==> config.mk <==
export PLATFORM = sky130hd
export DESIGN_NAME = sst_tx
export DESIGN_NICKNAME = d
export VERILOG_FILES = /design/src/rtl/sst_pkg.sv /design/src/rtl/sst_ctl.sv /design/src/rtl/sst_hold.sv /design/src/rtl/sst_seq.sv /design/src/rtl/sst_tx.sv
export SDC_FILE = /design/constraint.sdc
export NUM_CORES = 1
export LEC_CHECK = 0
export CAP_MARGIN = 20
export CORE_UTILIZATION = 53
export CTS_BUF_LIST = sky130_fd_sc_hd__clkbuf_4 sky130_fd_sc_hd__clkbuf_8
export DETAILED_ROUTE_END_ITERATION = 10
export DONT_BUFFER_PORTS = 1
export PLACE_DENSITY = 0.72
export SLEW_MARGIN = 20
export SYNTH_ARGS = -nofsm -noshare
export SYNTH_HDL_FRONTEND = slang
export SYNTH_SLANG_ARGS = --single-unit
==> constraint.sdc <==
create_clock -name clk -period 5 [get_ports clk]
set_input_delay 0.25 -clock clk [delete_from_list [all_inputs] [get_ports clk]]
set_output_delay 0.25 -clock clk [all_outputs]
set_load 0.02 [all_outputs]
==> src/rtl/sst_pkg.sv <==
package sst_pkg;
  typedef enum logic [1:0] {
    ST_IDLE = 2'd0,
    ST_SYNC = 2'd1,
    ST_DATA = 2'd2
  } seq_st_t;
endpackage

==> src/rtl/sst_ctl.sv <==
module sst_ctl (
  input  logic clk,
  input  logic rst_n,
  input  logic cmd_en_i,
  input  logic cmd_dis_i,
  input  logic cmd_swrst_i,
  output logic en_o
);
  logic en_q, en_d;

  always_comb begin
    en_d = en_q;
    if (cmd_swrst_i)    en_d = 1'b0;
    else if (cmd_dis_i) en_d = 1'b0;
    else if (cmd_en_i)  en_d = 1'b1;
  end

  always_ff @(posedge clk or negedge rst_n) begin
    if (!rst_n) en_q <= 1'b0;
    else        en_q <= en_d;
  end

  assign en_o = en_q;

  p_swrst_wins_r11: assert property (@(posedge clk) disable iff (!rst_n)
    cmd_swrst_i |=> !en_o);
  p_dis_wins_r10: assert property (@(posedge clk) disable iff (!rst_n)
    (cmd_dis_i && cmd_en_i) |=> !en_o);
endmodule

==> src/rtl/sst_hold.sv <==
module sst_hold #(
  parameter int DW = 32
) (
  input  logic          clk,
  input  logic          rst_n,
  input  logic          clr_i,
  input  logic          wr_i,
  input  logic [DW-1:0] wdata_i,
  input  logic          load_i,
  output logic          full_o,
  output logic [DW-1:0] data_o
);
  logic          full_q, full_d;
  logic [DW-1:0] data_q, data_d;
  logic          data_en;

  // A write on the load edge wins: the old word leaves, the new one stays.
  always_comb begin
    full_d = full_q;
    if (clr_i)       full_d = 1'b0;
    else if (wr_i)   full_d = 1'b1;
    else if (load_i) full_d = 1'b0;
  end

  assign data_en = wr_i && !clr_i;
  assign data_d  = wdata_i;

  always_ff @(posedge clk or negedge rst_n) begin
    if (!rst_n) full_q <= 1'b0;
    else        full_q <= full_d;
  end

  always_ff @(posedge clk or negedge rst_n) begin
    if (!rst_n)       data_q <= '0;
    else if (data_en) data_q <= data_d;
  end

  assign full_o = full_q;
  assign data_o = data_q;

  p_clear_empties_r11: assert property (@(posedge clk) disable iff (!rst_n)
    clr_i |=> !full_o);
  p_collide_keeps_r7: assert property (@(posedge clk) disable iff (!rst_n)
    (wr_i && load_i && !clr_i) |=> full_o);
endmodule

==> src/rtl/sst_seq.sv <==
module sst_seq
  import sst_pkg::*;
#(
  parameter int DW = 32,
  parameter int NW = 16,
  parameter int SW = 16,
  localparam int LW  = $clog2(DW),
  localparam int NWW = $clog2(NW),
  localparam int SLW = $clog2(SW)
) (
  input  logic           clk,
  input  logic           rst_n,
  input  logic           run_i,
  input  logic           bit_stb_i,
  input  logic           frm_start_i,
  input  logic           sync_act_i,
  input  logic [LW-1:0]  cfg_len_i,
  input  logic           cfg_msb_i,
  input  logic [NWW-1:0] cfg_words_i,
  input  logic           cfg_sync_en_i,
  input  logic [SLW-1:0] cfg_sync_len_i,
  input  logic [SW-1:0]  sync_word_i,
  input  logic           hold_full_i,
  input  logic [DW-1:0]  hold_data_i,
  output logic           load_o,
  output logic           drive_o,
  output logic           bit_o,
  output logic           busy_o
);
  localparam logic [LW:0]    B_ONE = 1;
  localparam logic [SLW:0]   S_ONE = 1;
  localparam logic [NWW-1:0] W_ONE = 1;

  seq_st_t        st_q, st_d;
  logic [LW:0]    bcnt_q, bcnt_d;
  logic [NWW-1:0] wcnt_q, wcnt_d;
  logic [SLW:0]   scnt_q, scnt_d;
  logic [DW-1:0]  sr_q, sr_d;
  logic           wv_q, wv_d;
  logic           drv_q, drv_d;
  logic           bit_q, bit_d;
  logic           go_word;
  logic [LW:0]    len_ext;
  logic [SLW:0]   slen_ext;

  assign len_ext  = {1'b0, cfg_len_i};
  assign slen_ext = {1'b0, cfg_sync_len_i};

  function automatic logic [LW-1:0] pick(input logic [LW:0] k);
    pick = cfg_msb_i ? (cfg_len_i - k[LW-1:0]) : k[LW-1:0];
  endfunction

  always_comb begin
    st_d    = st_q;
    bcnt_d  = bcnt_q;
    wcnt_d  = wcnt_q;
    scnt_d  = scnt_q;
    sr_d    = sr_q;
    wv_d    = wv_q;
    drv_d   = drv_q;
    bit_d   = bit_q;
    go_word = 1'b0;
    load_o  = 1'b0;
    if (!run_i) begin
      st_d  = ST_IDLE;
      wv_d  = 1'b0;
      drv_d = 1'b0;
    end else if (bit_stb_i) begin
      unique case (st_q)
        ST_IDLE: begin
          if (frm_start_i) begin
            wcnt_d = '0;
            if (sync_act_i) begin
              st_d   = ST_SYNC;
              scnt_d = S_ONE;
              drv_d  = cfg_sync_en_i;
              bit_d  = sync_word_i[0];
            end else begin
              go_word = 1'b1;
            end
          end
        end
        ST_SYNC: begin
          if (sync_act_i) begin
            drv_d = cfg_sync_en_i && (scnt_q <= slen_ext);
            bit_d = sync_word_i[scnt_q[SLW-1:0]];
            if (scnt_q <= slen_ext) scnt_d = scnt_q + S_ONE;
          end else begin
            go_word = 1'b1;
          end
        end
        ST_DATA: begin
          if (bcnt_q <= len_ext) begin
            drv_d  = wv_q;
            bit_d  = sr_q[pick(bcnt_q)];
            bcnt_d = bcnt_q + B_ONE;
          end else if (wcnt_q == cfg_words_i) begin
            st_d  = ST_IDLE;
            wv_d  = 1'b0;
            drv_d = 1'b0;
          end else begin
            wcnt_d  = wcnt_q + W_ONE;
            go_word = 1'b1;
          end
        end
        default: st_d = ST_IDLE;
      endcase
      if (go_word) begin
        st_d   = ST_DATA;
        bcnt_d = B_ONE;
        if (hold_full_i) begin
          load_o = 1'b1;
          sr_d   = hold_data_i;
          wv_d   = 1'b1;
          drv_d  = 1'b1;
          bit_d  = hold_data_i[pick('0)];
        end else begin
          wv_d  = 1'b0;
          drv_d = 1'b0;
        end
      end
    end
  end

  always_ff @(posedge clk or negedge rst_n) begin
    if (!rst_n) begin
      st_q   <= ST_IDLE;
      bcnt_q <= '0;
      wcnt_q <= '0;
      scnt_q <= '0;
      sr_q   <= '0;
      wv_q   <= 1'b0;
      drv_q  <= 1'b0;
      bit_q  <= 1'b0;
    end else begin
      st_q   <= st_d;
      bcnt_q <= bcnt_d;
      wcnt_q <= wcnt_d;
      scnt_q <= scnt_d;
      sr_q   <= sr_d;
      wv_q   <= wv_d;
      drv_q  <= drv_d;
      bit_q  <= bit_d;
    end
  end

  assign drive_o = drv_q;
  assign bit_o   = bit_q;
  assign busy_o  = wv_q;

  p_busy_in_data_r8: assert property (@(posedge clk) disable iff (!rst_n)
    busy_o |-> (st_q == ST_DATA));
  p_bit_bound_r2: assert property (@(posedge clk) disable iff (!rst_n)
    (st_q == ST_DATA) |-> (bcnt_q <= len_ext + B_ONE));
  p_word_bound_r4: assert property (@(posedge clk) disable iff (!rst_n)
    (st_q == ST_DATA) |-> (wcnt_q <= cfg_words_i));
  p_off_idle_r10: assert property (@(posedge clk) disable iff (!rst_n)
    !run_i |=> (st_q == ST_IDLE && !drive_o));
endmodule

==> src/rtl/sst_tx.sv <==
module sst_tx #(
  parameter int DW = 32,
  parameter int NW = 16,
  parameter int SW = 16,
  localparam int LW  = $clog2(DW),
  localparam int NWW = $clog2(NW),
  localparam int SLW = $clog2(SW)
) (
  input  logic           clk,
  input  logic           rst_n,
  input  logic           cmd_en,
  input  logic           cmd_dis,
  input  logic           cmd_swrst,
  input  logic           bit_stb,
  input  logic           frm_start,
  input  logic           sync_act,
  input  logic           wr_en,
  input  logic [DW-1:0]  wr_data,
  input  logic [SW-1:0]  sync_word,
  input  logic [LW-1:0]  cfg_len,
  input  logic           cfg_msb_first,
  input  logic [NWW-1:0] cfg_words,
  input  logic           cfg_sync_en,
  input  logic [SLW-1:0] cfg_sync_len,
  input  logic           cfg_idle,
  output logic           txd,
  output logic           rdy,
  output logic           empty
);
  logic          en_q;
  logic          run;
  logic          load;
  logic          hold_full;
  logic [DW-1:0] hold_data;
  logic          drive, sbit, busy;

  sst_ctl u_ctl (
    .clk        (clk),
    .rst_n      (rst_n),
    .cmd_en_i   (cmd_en),
    .cmd_dis_i  (cmd_dis),
    .cmd_swrst_i(cmd_swrst),
    .en_o       (en_q)
  );

  // A disable or soft reset stops the frame on the edge it arrives.
  assign run = en_q && !cmd_dis && !cmd_swrst;

  sst_hold #(.DW(DW)) u_hold (
    .clk    (clk),
    .rst_n  (rst_n),
    .clr_i  (cmd_swrst),
    .wr_i   (wr_en),
    .wdata_i(wr_data),
    .load_i (load),
    .full_o (hold_full),
    .data_o (hold_data)
  );

  sst_seq #(.DW(DW), .NW(NW), .SW(SW)) u_seq (
    .clk           (clk),
    .rst_n         (rst_n),
    .run_i         (run),
    .bit_stb_i     (bit_stb),
    .frm_start_i   (frm_start),
    .sync_act_i    (sync_act),
    .cfg_len_i     (cfg_len),
    .cfg_msb_i     (cfg_msb_first),
    .cfg_words_i   (cfg_words),
    .cfg_sync_en_i (cfg_sync_en),
    .cfg_sync_len_i(cfg_sync_len),
    .sync_word_i   (sync_word),
    .hold_full_i   (hold_full),
    .hold_data_i   (hold_data),
    .load_o        (load),
    .drive_o       (drive),
    .bit_o         (sbit),
    .busy_o        (busy)
  );

  assign txd   = drive ? sbit : cfg_idle;
  assign rdy   = !hold_full;
  assign empty = !hold_full && !busy;

  p_idle_level_r5: assert property (@(posedge clk) disable iff (!rst_n)
    (!en_q) |=> (txd == cfg_idle));
  p_start_needs_stb_r12: assert property (@(posedge clk) disable iff (!rst_n)
    (frm_start && !bit_stb && hold_full && !wr_en && !cmd_swrst) |=> !rdy);
endmodule

==> summary.md <==
| Metric | Value |
|---|---|
| GR Overflow Total | 0 |
| Post-synth EDFFs | 0 |
| CP top delay family | compound AO/OA/AOI/OAI gates |
| Final Power | between 1500 and 2000 uW |
| Clk_skew | between 0.01 and 0.015 ns |
| Critical Path RT | roughly 5.3 ns |
| R2r startpoint | u_seq.bcnt_q[3]$_DFFE_PN0P_ |
| Cell mode on critical path | o211ai_1 |
| DP Wirelength | a little under 8 mm |
| CP Launch Type | flop |
| Worst EP arrival | a little over 3 ns |
| Peak VDD IR | ~0.00019 V |
| Initial Util | 54.85% |
| Initial antenna violation count | 0 |
| TNS Setup | 0 ns |
| Top_reg_cell synth | dfrtp_1 |
| Site Rows | 35 |
| RSZ-0062 raised after global routing | no |
| Relative slew slack | 49.33% |
| Register area share after synthesis | 42.26% |
| CP cell instances | ha_1, inv_1, or3_1, o211ai_1, o211ai_1, a311oi_1, nand3_1, a21oi_1 |
| H-tree depth | 3 |
| Largest net degree at the start of global routing | 87 |
| Power share of the combinational group | approximately 17% |
| Critical path depth | 8 |
| Fmax achieved | roughly 0.36 GHz |
| Max cap viols | 0 |
| Number of global-route vias before repair | between 3000 and 4000 |
| Setup violators final | 0 |
| Power Dens Cells | 298.2 nW/um^2 |
| Final hold vios | 0 |
| Share of layout cells above drive strength 1 | between 20% and 30% |
| Clock latency on the worst-skew pair | between 0.3 and 0.4 ns |
| Worst reg2reg path depth | 8 |
| Fin nets | between 500 and 600 |
| HP Class | input pin to flop |
| Unique masters post-synth | 58 |
| WP buf/inv | 1 |
| Residual DRC | 0 |
| Post-DR wirelength/cell | ~18 um |
| Kind of critical path | flop to flop |
| Worst R2R Setup Slack | 2.24 ns |
| GRT Total Usage | ~23% |
| Sw Share | 26.85% |
| Status | completed |
| CP max stage delay | about 0.62 ns |
| Placer's final routability congestion estimate | 0.8992 |
| # port buffers | 0 |
| PnR worst setup slack | 2.236 ns |
| Worst hold path endpoint | u_seq.st_q[1]$_DFFE_PN0P_ |
| Type of destination of the critical path | flop |
| CTS Sinks | 86 |
| Flops & latches, synth | between 80 and 90 |
| Hold_sp | bit_stb |
| TritonRoute pass-1 iters | 4 |
| DIE HEIGHT | about 100 um |
| Antenna-violating nets left | 0 |
| Chip Width | approximately 100 um |
| Hold path cells | 2 |
| Seq pwr share | about half |
| Vias per inst | ~6.0 |
| Count of boundary I/O pins | between 70 and 80 |
| Clk buf depth | 2 |
| Pre-CTS setup slack | ~2.3 ns |
| Area growth, synth to finish | 7.445% |
| Syn avg cell area | ~11 sq um |
| Reg clk slew, reported paths | around 0.080 ns |
| Post-CTS Resized | 0 |
| Cells after synthesis | ~470 |
| Drt total wl | approximately 11 mm |
| CTS Root Cell | clkbuf_8 |
| Final core utilization | around 60% |
| Via Count | approximately 3600 |
| Switch Pwr | around 440 uW |
| First-pass GRT wire length | roughly 18 mm |
| Ys Warns | 0 |
| Worst-Margin Slew | between 0.7 and 0.8 ns |
| Slew Limit Fails | 0 |
| Share of synthesized flip-flops with an asynchronous set or reset | 100.0% |
| Tcrit/Tclk final | a little under three fifths |
| Iteration-0 DRC Markers | 220 |
| R2R Path End | u_seq.bit_o$_DFFE_PN0P_ |
| Clock power frac | between 30 and 40% |
| CP Max Fanout | 6 |
| Diode count | 0 |
| CTS buffer count | 9 |
| Mapped Area | approximately 5100 sq um |
| Crit-path slowest cell | o211ai_1 |
| Minimum clock period | between 2 and 3 ns |
| Post-synthesis net count | ~560 |
| CTS tree | yes |
| Core area | ~9300 sq um |
| P_leak | between 0.002 and 0.0025 uW |
| Int Power | between 1000 and 1500 uW |
| Die Area | 10000 sq um |
-- sequential cells by signal, indices dropped and copies added (netlist names), 2 cells and up --
signal	flops
u_hold.data_o	32
u_seq.sr_q	32
u_seq.bcnt_q	6
u_seq.scnt_q	5
u_seq.wcnt_q	4
u_seq.st_q	2
-- cell families after synthesis --
logic type      count (synthesis)  share of synthesized area, %
compound gates                 96                         13.61
xor+xnor                       10                         1.720
fa+ha+maj                      21                         5.307
buf+inv                        46                         3.563
flops                          86                         42.26
mux                           103                         23.34
simple gates                  105                         10.20
-- cell usage in the layout (no fill, tap or decap), types with 7 or more instances in the layout --
master,netlist,final
clkbuf_8,0,10
ha_1,20,20
mux2_2,73,73
nand2b_1,8,8
a21oi_1,23,23
o21ai_0,19,19
xnor2_1,8,8
mux2i_1,24,24
nand4_1,7,7
nand2_1,25,25
inv_1,24,24
dfrtp_1,86,86
nand3_1,11,11
nor2_1,28,28
-- cells in the mapped netlist (8+ instances only) --
master / count / area, sq um
a21oi_1: 23 / 115.1
nand2b_1: 8 / 50.05
mux2i_1: 24 / 240.2
xnor2_1: 8 / 70.07
ha_1: 20 / 250.2
mux2_2: 73 / 822.0
nand2_1: 25 / 93.84
inv_1: 24 / 90.09
nand3_1: 11 / 55.05
o21ai_0: 19 / 95.09
clkbuf_1: 11 / 41.29
dfrtp_1: 86 / 2152
nor2_1: 28 / 105.1
-- power by group through the flow --
| stage | sequential, uW | clock, uW | combinational (uW) |
|---|---|---|---|
| floorplan | 800 | 0 | 228 |
| global placement | 828 | 0 | 249 |
| detailed placement | 832 | 0 | 255 |
| CTS | 818 | 555 | 276 |
| global route | 827 | 578 | 305 |
| finish | 818 | 541 | 273 |
-- layer usage --
| metal | track usage (%) | vias up | part of all wire, % |
|---|---|---|---|
| li1 | - | 1706 | - |
| met1 | 30.66 | 1771 | 43 |
| met2 | 37.08 | 107 | 49 |
| met3 | 4.596 | 22 | 5.9 |
| met4 | 10.03 | 0 | 2.3 |
| met5 | 0 | - | 0 |
-- per-stage QoR --
| step | std cells | cell area (sq um) | hold WS, ns |
|---|---|---|---|
| floorplan | 467 | 5092 | -0.04559 |
| global placement | 578 | 5192 | -0.04055 |
| detailed placement | 578 | 5192 | -0.04067 |
| CTS | 597 | 5472 | 0.002187 |
| global route | 597 | 5472 | 0.02499 |
| finish | 597 | 5472 | 0.02569 |
-- layout make-up --
class,count,area (sq um)
fillers,795,3812
multi-input cells,335,2759
flip-flops and latches,86,2152
well taps,129,161.4
clock buffers,10,137.6
inverters,24,90.09
repair buffers,8,87.58
clock inverters,5,83.83
-- what timing repair did --
item                                   CTS  global route
endpoints found under the hold margin   88             0
buffers inserted                         0             0
hold buffers                             4             0
-- worst max path at each step --
stage	startpoint	endpoint	slack (ns)
after floorplan	cfg_len[0]	u_seq.bit_o$_DFFE_PN0P_	2.18
after global placement	u_seq.bcnt_q[3]$_DFFE_PN0P_	u_seq.bit_o$_DFFE_PN0P_	2.18
after detailed placement	u_seq.bcnt_q[3]$_DFFE_PN0P_	u_seq.bit_o$_DFFE_PN0P_	2.25
after CTS	u_seq.bcnt_q[3]$_DFFE_PN0P_	u_seq.bit_o$_DFFE_PN0P_	2.24
after global routing	u_seq.bcnt_q[0]$_DFFE_PN0P_	u_seq.bit_o$_DFFE_PN0P_	2.04
final	u_seq.bcnt_q[3]$_DFFE_PN0P_	u_seq.bit_o$_DFFE_PN0P_	2.24
(Power assumes the default switching activity.)
